==> src/rtl/rs_pkg.sv <==
package rs_pkg;
  typedef enum logic [1:0] {
    RS_INTERP = 2'd0,
    RS_DECIM  = 2'd1,
    RS_EQUAL  = 2'd2,
    RS_BYPASS = 2'd3
  } rs_mode_e;
endpackage

==> src/rtl/rs_phase.sv <==
// Even/odd phase bit and channel tag tracking.
module rs_phase (
  input  logic clk,
  input  logic rst,
  input  logic sync_i,
  input  logic ch_adv_i,   // a sample was accepted in two-channel use
  output logic odd_o,      // current edge is an odd (data-accept) edge
  output logic ch_o        // channel of the current edge's sample
);
  logic odd_q, ch_q;

  // sync high makes this edge even regardless of stored state
  assign odd_o = sync_i ? 1'b0 : odd_q;
  assign ch_o  = ch_q;

  always_ff @(posedge clk) begin
    if (rst) begin
      odd_q <= 1'b0;
      ch_q  <= 1'b0;
    end else begin
      odd_q <= ~odd_o;
      if (sync_i)        ch_q <= 1'b0;
      else if (ch_adv_i) ch_q <= ~ch_q;
    end
  end
endmodule

==> src/rtl/rs_stuff.sv <==
// Zero-stuffing input register toward the filter core.
module rs_stuff #(
  parameter int IN_W = 12
) (
  input  logic            clk,
  input  logic            rst,
  input  logic            take_i,
  input  logic            ch_i,
  input  logic [IN_W-1:0] din_i,
  output logic [IN_W-1:0] core_din_o,
  output logic            core_valid_o,
  output logic            core_ch_o
);
  always_ff @(posedge clk) begin
    if (rst) begin
      core_din_o   <= '0;
      core_valid_o <= 1'b0;
      core_ch_o    <= 1'b0;
    end else begin
      core_din_o   <= take_i ? din_i : '0;
      core_valid_o <= take_i;
      core_ch_o    <= ch_i;
    end
  end
endmodule

==> src/rtl/rs_hold.sv <==
// Output register with alternate-edge hold and bypass delay line.
module rs_hold #(
  parameter int IN_W  = 12,
  parameter int OUT_W = 16,
  parameter int DLY   = 33
) (
  input  logic             clk,
  input  logic             rst,
  input  logic             load_i,
  input  logic             byp_i,
  input  logic [IN_W-1:0]  din_i,
  input  logic [OUT_W-1:0] core_dout_i,
  output logic [OUT_W-1:0] dout_o,
  output logic             dout_upd_o
);
  localparam int PAD = OUT_W - IN_W;

  logic [IN_W-1:0]  tap;
  logic [OUT_W-1:0] byp_val;

  generate
    if (DLY == 0) begin : g_nodly
      assign tap = din_i;
    end else begin : g_dly
      logic [IN_W-1:0] line [DLY];
      for (genvar i = 0; i < DLY; i++) begin : g_stage
        always_ff @(posedge clk) begin
          if (rst)         line[i] <= '0;
          else if (i == 0) line[i] <= din_i;
          else             line[i] <= line[(i == 0) ? 0 : i-1];
        end
      end
      assign tap = line[DLY-1];
    end
  endgenerate

  assign byp_val = OUT_W'(tap) << PAD;

  always_ff @(posedge clk) begin
    if (rst) begin
      dout_o     <= '0;
      dout_upd_o <= 1'b0;
    end else begin
      dout_upd_o <= load_i;
      if (load_i) dout_o <= byp_i ? byp_val : core_dout_i;
    end
  end
endmodule

==> src/rtl/rate_seq.sv <==
module rate_seq #(
  parameter int IN_W  = 12,
  parameter int OUT_W = 16,
  parameter int DLY   = 33
) (
  input  logic             clk,
  input  logic             rst,
  input  logic [1:0]       mode_i,
  input  logic             two_ch_i,
  input  logic             sync_i,
  input  logic [IN_W-1:0]  din_i,
  output logic [IN_W-1:0]  core_din_o,
  output logic             core_valid_o,
  output logic             core_ch_o,
  input  logic [OUT_W-1:0] core_dout_i,
  output logic [OUT_W-1:0] dout_o,
  output logic             dout_upd_o
);
  import rs_pkg::*;

  rs_mode_e mode;
  logic odd, ch, take, load, two_en;

  assign mode   = rs_mode_e'(mode_i);
  assign two_en = two_ch_i && (mode == RS_INTERP || mode == RS_DECIM);
  assign take   = (mode == RS_INTERP) ? odd : 1'b1;
  assign load   = (mode == RS_DECIM) ? ~odd : 1'b1;

  rs_phase u_phase (
    .clk(clk), .rst(rst), .sync_i(sync_i),
    .ch_adv_i(two_en && take), .odd_o(odd), .ch_o(ch)
  );

  rs_stuff #(.IN_W(IN_W)) u_stuff (
    .clk(clk), .rst(rst), .take_i(take), .ch_i(two_en && ch),
    .din_i(din_i), .core_din_o(core_din_o),
    .core_valid_o(core_valid_o), .core_ch_o(core_ch_o)
  );

  rs_hold #(.IN_W(IN_W), .OUT_W(OUT_W), .DLY(DLY)) u_hold (
    .clk(clk), .rst(rst), .load_i(load), .byp_i(mode == RS_BYPASS),
    .din_i(din_i), .core_dout_i(core_dout_i),
    .dout_o(dout_o), .dout_upd_o(dout_upd_o)
  );
endmodule

==> config.mk <==
export PLATFORM = sky130hd
export DESIGN_NAME = rate_seq
export DESIGN_NICKNAME = d
export VERILOG_FILES = /design/src/rtl/rs_pkg.sv /design/src/rtl/rs_phase.sv /design/src/rtl/rs_stuff.sv /design/src/rtl/rs_hold.sv /design/src/rtl/rate_seq.sv
export SDC_FILE = /design/constraint.sdc
export NUM_CORES = 1
export LEC_CHECK = 0
export BUFFER_PORTS_ARGS = -buffer_cell sky130_fd_sc_hd__buf_2
export CORE_UTILIZATION = 30
export CTS_CLUSTER_DIAMETER = 60
export CTS_CLUSTER_SIZE = 24
export DETAILED_ROUTE_END_ITERATION = 6
export HOLD_SLACK_MARGIN = 0.03
export PLACE_DENSITY_LB_ADDON = 0.25
export RECOVER_POWER = 100
export SLEW_MARGIN = 20
export SYNTH_ARGS = -nofsm -noshare
export SYNTH_HDL_FRONTEND = slang
export SYNTH_SLANG_ARGS = --single-unit
==> constraint.sdc <==
create_clock -name clk -period 1.6 [get_ports clk]
set_clock_uncertainty 0.1 [all_clocks]
set_input_delay 0.16 -clock clk [delete_from_list [all_inputs] [get_ports clk]]
set_output_delay 0.16 -clock clk [all_outputs]
set_load 0.02 [all_outputs]
# Yosys cells after proc, flatten, opt, wreduce, memory -nomap -nowiden
# Memory sizes are Yosys's and may differ from the RTL's.
# Index checks and enable logic that the tools add are counted.
# classes
n_eq_ne	2
reduce_logical	7
mux	40
bitwise	36
# ops
cell	n
$mux 12	33
$or 1x1->1	33
$mux 16	1
$mux 1	6
$reduce_or 2->1	2
$logic_and 1x1->1	3
$not 1->1	3
$eq 2x1->1 const B	1
$eq 2x2->1 const B	1
$logic_not 2->1	1
$logic_or 1x1->1	1
# word_totals
ff_bits	33
memories	1
out_inout_bits	31
in_bits	34
word_cells	93
mem_bits_rw	396
# mem_list
memory	words	word_bits	rd	rd_ports_with_merged_regs	wr	line	source
u_hold.g_dly.line	33	12	33	0	33	rs_hold.sv:25	logic [IN_W-1:0] line [DLY];

# Longest topological paths before layout
# Gate-level depths: netlist (run 1).
# logic_depth
ltp_word	4
ltp_mapped	6
mapped_depth_nobuf	3

# By module
# Synthesis (run 1) repeated with hierarchy kept, for this count alone.
# unflattened
hier_cells	951
hier_area_um2	11882.6
# by_module_without_submodules
mod	area_per_inst_um2	cells_each	n_inst
rs_hold	11355.9	909	1
rs_stuff	414.1	30	1
rs_phase	71.3	6	1
rate_seq	41.3	6	1

# Worst setup path before layout (run 1)
# Ideal clock, no wire load.
# synth_timing
path_type	flip-flop to flip-flop
from	register u_phase.odd_q
to	register u_stuff.core_din_o[10]
t_required_ps	1372
arrival_ps	1074
period_less_slack_ps	1302
setup_ps	128
path_stages_with_launch	5
path_slack_ps	298
path_cell_list	dfxtp_1 -> nor2b_1 -> nor3_1 -> clkbuf_1 -> nor2b_1
# synth_via
elab_chain_len	4
# synth_rtl
item	line	source
start: declaration	rs_phase.sv:10	logic odd_q, ch_q;
start signal: assignment	rs_phase.sv:21	odd_q <= ~odd_o;
$mux 1	rs_phase.sv:13	assign odd_o = sync_i ? 1'b0 : odd_q;
$mux 1	rate_seq.sv:26	assign take = (mode == RS_INTERP) ? odd : 1'b1;
$not 1->1 (no source line)	--	
$reduce_or 2->1 (no source line)	--	
end signal: assignment	rs_stuff.sv:20	core_din_o <= take_i ? din_i : '0;
end: declaration	rs_stuff.sv:10	output logic [IN_W-1:0] core_din_o,
# No other way between the ends.
# A chain may end at the register's enable or synchronous reset.

# Final worst setup path (run 1)
# layout_timing
from	input port mode_i[0]
to	register u_stuff.core_din_o[4]
# layout_via
elab_chain_len	4
# layout_rtl
item	line	source
start: declaration	rate_seq.sv:8	input logic [1:0] mode_i,
$logic_not 2->1	rate_seq.sv:26	
$mux 1	rate_seq.sv:26	
$not 1->1 (no source line)	--	
$reduce_or 2->1 (no source line)	--	
# No other way between the ends.

==> impl_metrics.ini, run 1 <==
[worst_setup_path]
rr_startpoint = u_phase.odd_q
worst-path-max-fanout = 13
startpoint = mode_i[0]
reg2reg_slack_ns = 0.12
cp_data_arrival_time_ns = 1.83
required_ns = 1.93
start_kind = input pin
cp-end-kind = register
crit_type = in2reg

[sta]
rsz0062_at_grt = false
finalSetupTns_ns = 0
finalCritPeriodShare = 0.9393
setup_slack_ns = 0.09711
relSlewSlack = 0.5779
setup_viol = 0
worst_pin_slew_ns = 0.6332
fmaxAchievable_mhz = 665.4
fin_crit_ns = 1.503
hold_viol_final = 0
slew_violations = 0

[floorplan]
dieArea_um2 = 40280
start_util = 0.3050
num_io_pins = 65
die_w_um = 200.7
die_height_um = 200.7
rows = 72
core_area_um2 = 38830

[logic_synthesis]
synth.avg_cell_area_um2 = 12.20
synth_cell_types = 26
yosysTopAreaCell = dfxtp_1
seq_area_frac_synth = 0.7251
synthTopCellsByArea = dfxtp_1 73%, nor2b_1 22%, clkbuf_1 1.4%
yosysTopAreaCellShare = 0.7251
synthArstFlopShare = 0
synth_nets = 1005
yosys_warnings = 0
synth_edf_count = 0
synthCells = 971
syn_area_um2 = 11840
synth_seq_cells = 429
synth_ff_type = dfxtp_1

[placed_design]
place.gp.congestion = 0.7192
dpl.hpwl_um = 8374
place_area_um2 = 12770
dp_slack_ns = 0.1703
dp.cells = 1514
io_buffers = 64

[cells_and_area]
fillerInstances = 3799
fin_cells = 1608
fin_nets = 1105
layout_common_cells = 429 x dfxtp_1, 409 x nor2b_1, 46 x dlygate4sd3_1
drive_gt1_frac = 0.09450
design_area_um2 = 14020
syn_to_final_growth_pct = 18.37
fin_util = 0.3611
diodes = 0
final_common_cell = dfxtp_1

[routing]
final_antenna_net_count = 0
drtIter0Drc = 266
drc = 0
num_vias = 6101
drt_pre_antenna_iters = 4
wl_per_cell_um = 9.611
vias_per_cell = 3.794
wirelength_um = 15450

[power_and_ir_drop]
p_sw_frac = 0.2208
power.density_nw_per_um2 = 1324
p_switching_mw = 4.098
irDropWorstVdd_mv = 0.7359
clkPwrFrac = 0.389
p_seq_frac = 0.582
p_leak_nw = 5.427
power.internal_mw = 14.46
p_comb_frac = 0.029

[job]
maxCapViolCount = 0

[global_route]
grt_use_total = 0.07865
overflow = 0
grt_first_pass_wirelength_um = 27370
grt_max_degree = 77
antenna_found_initial = 0
grt_pass1_vias = 5818

[status]
status = completed

[cts]
clk_latency_ns = 0.55
cts.sinks = 429
clk_path_buf_depth = 3
tritoncts = yes
cts_buffers = 27
cts_setup_buffers = 0
root_buffer = clkbuf_16
htreeDepth = 1
clk_pin_slew_ns = 0.08

[hold_path]
hold_path_startpoint = core_dout_i[0]
hold_class = in2reg
flip-flops by register name, summed over array words and instances (netlist names):
register              cells
u_phase.odd_q             1
u_stuff.core_valid_o      1
u_phase.ch_o              1
u_hold.dout_o            16
u_stuff.core_din_o       12
u_hold.dout_upd_o         1
u_hold.g_dly.line       396
u_stuff.core_ch_o         1
critical path, stage by stage:
cell and delay, ns:
dlygate4sd3_1 0.54, clkbuf_2 0.21, clkbuf_2 0.22, nor3_2 0.28, clkbuf_2 0.33, nor2b_1 0.08
synthesized netlist by cell type, types with 2 or more instances:
master and number:
nand2b_1 4, buf_1 2, nor2b_1 409, a211oi_1 6, a21oi_1 12, dfxtp_1 429, clkbuf_1 44, buf_2 5
nor2_1 16, nand3_1 16, a211oi_2 5, a31oi_1 3, nand2_1 7
logic make-up after synthesis:
| kind of cell | count (synthesis) | synth area share |
|---|---|---|
| flops | 429 | 0.7251 |
| simple gates | 457 | 0.2360 |
| compound gates | 28 | 0.01711 |
| buf+inv | 56 | 0.02092 |
| mux | 1 | 0.0008452 |
final timing paths:
path / depth (start not counted) / endpoint
max reg2reg: 4 / u_hold.dout_o[1]
max: 6 / u_stuff.core_din_o[4]
min: 4 / u_hold.dout_o[0]
min reg2reg: 1 / u_hold.g_dly.line[21][0]
layer usage:
layer | GRT usage | part of all wire | up-vias
li1 | - | - | 3171
met5 | 0 | 0 | -
met2 | 0.1231 | 0.41 | 80
met1 | 0.1058 | 0.51 | 2802
met4 | 0.03053 | 0.037 | 0
met3 | 0.01688 | 0.037 | 48
cell type report:
class	instances	area (um2)	share of cell area
multi-input combinational	486	3014	0.2150
timing repair buffer	126	864.6	0.06167
clock buffer	28	689.4	0.04917
inverter	1	3.754	0.0002677
clock inverter	20	211.5	0.01508
sequential	429	8588	0.6126
tap	518	648.1	0.04623
what timing repair did:
action / 4_1_cts / 5_1_grt
setup endpoints to repair: 0 / 1
gates resized for setup: 0 / 1
hold buffers: 46 / 0
endpoints found under the hold margin: 53 / 0
power groups by stage:
stage	clock network, mW	logic, mW	registers (mW)
6_report	7.22	0.545	10.8
5_1_grt	7.98	0.605	10.8
4_1_cts	7.58	0.593	10.8
3_5_place_dp	0	0.506	11.0
3_3_place_gp	0	0.504	11.0
2_1_floorplan	0	0.265	11.1
metrics by stage:
step / hold WS [ns] / power (mW)
after floorplan: 0.2005 / 11.36
after global placement: 0.3154 / 11.55
after detailed placement: 0.3181 / 11.55
after CTS: 0.2899 / 18.96
after global routing: 0.3027 / 19.39
final: 0.3233 / 18.56
Power figures use the tool's default switching activity.
==> run 2, diff against run 1 <==
--- a/config.mk
+++ b/config.mk
@@ -6,11 +6,12 @@
 export NUM_CORES = 1
 export LEC_CHECK = 0
 export BUFFER_PORTS_ARGS = -buffer_cell sky130_fd_sc_hd__buf_2
-export CORE_UTILIZATION = 30
+export CORE_UTILIZATION = 51
 export CTS_CLUSTER_DIAMETER = 60
 export CTS_CLUSTER_SIZE = 24
 export DETAILED_ROUTE_END_ITERATION = 6
 export HOLD_SLACK_MARGIN = 0.03
+export MAX_ROUTING_LAYER = met4
 export PLACE_DENSITY_LB_ADDON = 0.25
 export RECOVER_POWER = 100
 export SLEW_MARGIN = 20
==> run 2 against run 1 <==
Net effect: maximum frequency increased by 0.75%; first-iteration DRC count decreased by 6.0%; global-route usage increased by 5.4 points.
==> impl_metrics.ini, run 2 (synthesis results as in run 1) <==
[hold_path]
hold_path_end = u_hold.g_dly.line[29][5]
hold_path_startpoint = u_hold.g_dly.line[28][5]
hold_class = reg2reg
hold_depth = 1

[floorplan]
die_height_um = 154.4
start_util = 0.5215
num_io_pins = 65
core_area_um2 = 22710
rows = 55
dieArea_um2 = 23840
die_w_um = 154.4

[cells_and_area]
drive_gt1_frac = 0.08457
regMostFlops = u_hold.g_dly.line
layout_common_cells = 429 x dfxtp_1, 409 x nor2b_1, 39 x clkbuf_1
final_common_cell = dfxtp_1
diodes = 0
reg_top3 = u_hold.g_dly.line (396), u_hold.dout_o (16), u_stuff.core_din_o (12)
fin_cells = 1361
fillerInstances = 1870
largest_register_ffs = 396
fin_nets = 1098
syn_to_final_growth_pct = 14.10

[global_route]
grt_use_total = 0.1326
grt_pass1_vias = 5614
grt_max_degree = 67
antenna_found_initial = 0
overflow = 0
grt_first_pass_wirelength_um = 25650

[sta]
relSlewSlack = 0.6135
worst_pin_slew_ns = 0.5797
setup_viol = 0
finalCritPeriodShare = 0.9323
rsz0062_at_grt = false
fmaxAchievable_mhz = 670.4
fin_crit_ns = 1.492
slew_violations = 0
hold_viol_final = 0
finalSetupTns_ns = 0

[routing]
drc = 0
drt_pre_antenna_iters = 4
vias_per_cell = 4.420
drtIter0Drc = 250
num_vias = 6016
wirelength_um = 14980
final_antenna_net_count = 0
wl_per_cell_um = 11.00

[worst_setup_path]
crit_type = in2reg
cp_data_arrival_time_ns = 1.82
rr_startpoint = u_phase.odd_q
timing.rr.end = u_phase.odd_q
cp-end-kind = register
worst-path-max-fanout = 18
reg2reg_depth = 3
reg2reg_slack_ns = 0.15
start_kind = input pin
required_ns = 1.93

[placed_design]
dpl.hpwl_um = 8060
place.gp.congestion = 0.7459
dp.cells = 1285
io_buffers = 64

[job]
maxCapViolCount = 0

[cts]
clk_path_buf_depth = 3
clk_latency_ns = 0.52
cts_buffers = 25
tritoncts = yes
root_buffer = clkbuf_16
cts.sinks = 429
cts_setup_buffers = 0
clk_pin_slew_ns = 0.08
htreeDepth = 1

[status]
status = completed

[power_and_ir_drop]
p_leak_nw = 5.312
total_power_mw = 17.68
irDropWorstVdd_mv = 0.9046
power.density_nw_per_um2 = 1308
run 2: what timing repair did:
item,CTS,global route
setup endpoints to repair,0,3
hold buffers,37,0
gates resized for setup,0,2
endpoints found under the hold margin,76,0
run 2: routing by layer:
metal / wire length, um / vias up / track usage / part of all wire
met2: 6783 / 78 / 0.2169 / 0.45
met4: 487 / 0 / 0.04998 / 0.033
met3: 405 / 34 / 0.02073 / 0.027
li1: - / 3144 / - / -
met1: 7298 / 2760 / 0.1663 / 0.49
met5: 0 / - / - / 0
run 2: power by group:
| part | total [mW] | switching [mW] | internal (mW) | leakage [nW] |
|---|---|---|---|---|
| clock | 6.36 | 3.39 | 2.97 | 0.364 |
| combinational | 0.529 | 0.331 | 0.198 | 1.48 |
| sequential | 10.8 | 0.0308 | 10.8 | 3.47 |
| total | 17.7 | 3.75 | 13.9 | 5.31 |
run 2: metrics by stage:
| stage | hold slack (ns) | setup slack, ns | util | area [um2] |
|---|---|---|---|---|
| 6_report | 0.3313 | 0.1083 | 0.5951 | 13510 |
| 5_1_grt | 0.3291 | 0.03626 | 0.5951 | 13510 |
| 3_5_place_dp | 0.3204 | 0.09143 | 0.5512 | 12520 |
| 2_1_floorplan | 0.2005 | 0.2983 | - | 11840 |
| 3_3_place_gp | 0.3097 | 0.1791 | 0.5512 | 12520 |
| 4_1_cts | 0.3134 | 0.08880 | 0.6010 | 13650 |
run 2: worst max-delay path, cell delays in order:
cell and delay [ns]:
dlygate4sd3_1 0.53, buf_2 0.23, nor4bb_4 0.33, buf_4 0.24
a21oi_1 0.06, a211oi_1 0.27
run 2: how the worst max path moves through the flow:
stage | cells past startpoint | start | slack, ns | end
after global placement | 5 | mode_i[1] | 0.18 | u_hold.dout_o[11]
after CTS | 6 | mode_i[1] | 0.09 | u_hold.dout_o[15]
after detailed placement | 5 | mode_i[1] | 0.09 | u_hold.dout_o[15]
final | 6 | mode_i[1] | 0.11 | u_hold.dout_o[15]
after floorplan | 4 | u_phase.odd_q | 0.30 | u_stuff.core_din_o[10]
after global routing | 6 | mode_i[1] | 0.04 | u_hold.dout_o[15]
run 2: final cells by class:
type	count	area, um2	share of cell area
well taps	285	356.6	0.02639
repair buffers	121	783.3	0.05796
multi-input cells	486	3023	0.2237
inverters	1	3.754	0.0002778
clock inverters	13	130.1	0.009629
clock buffers	26	629.4	0.04657
flip-flops and latches	429	8588	0.6355
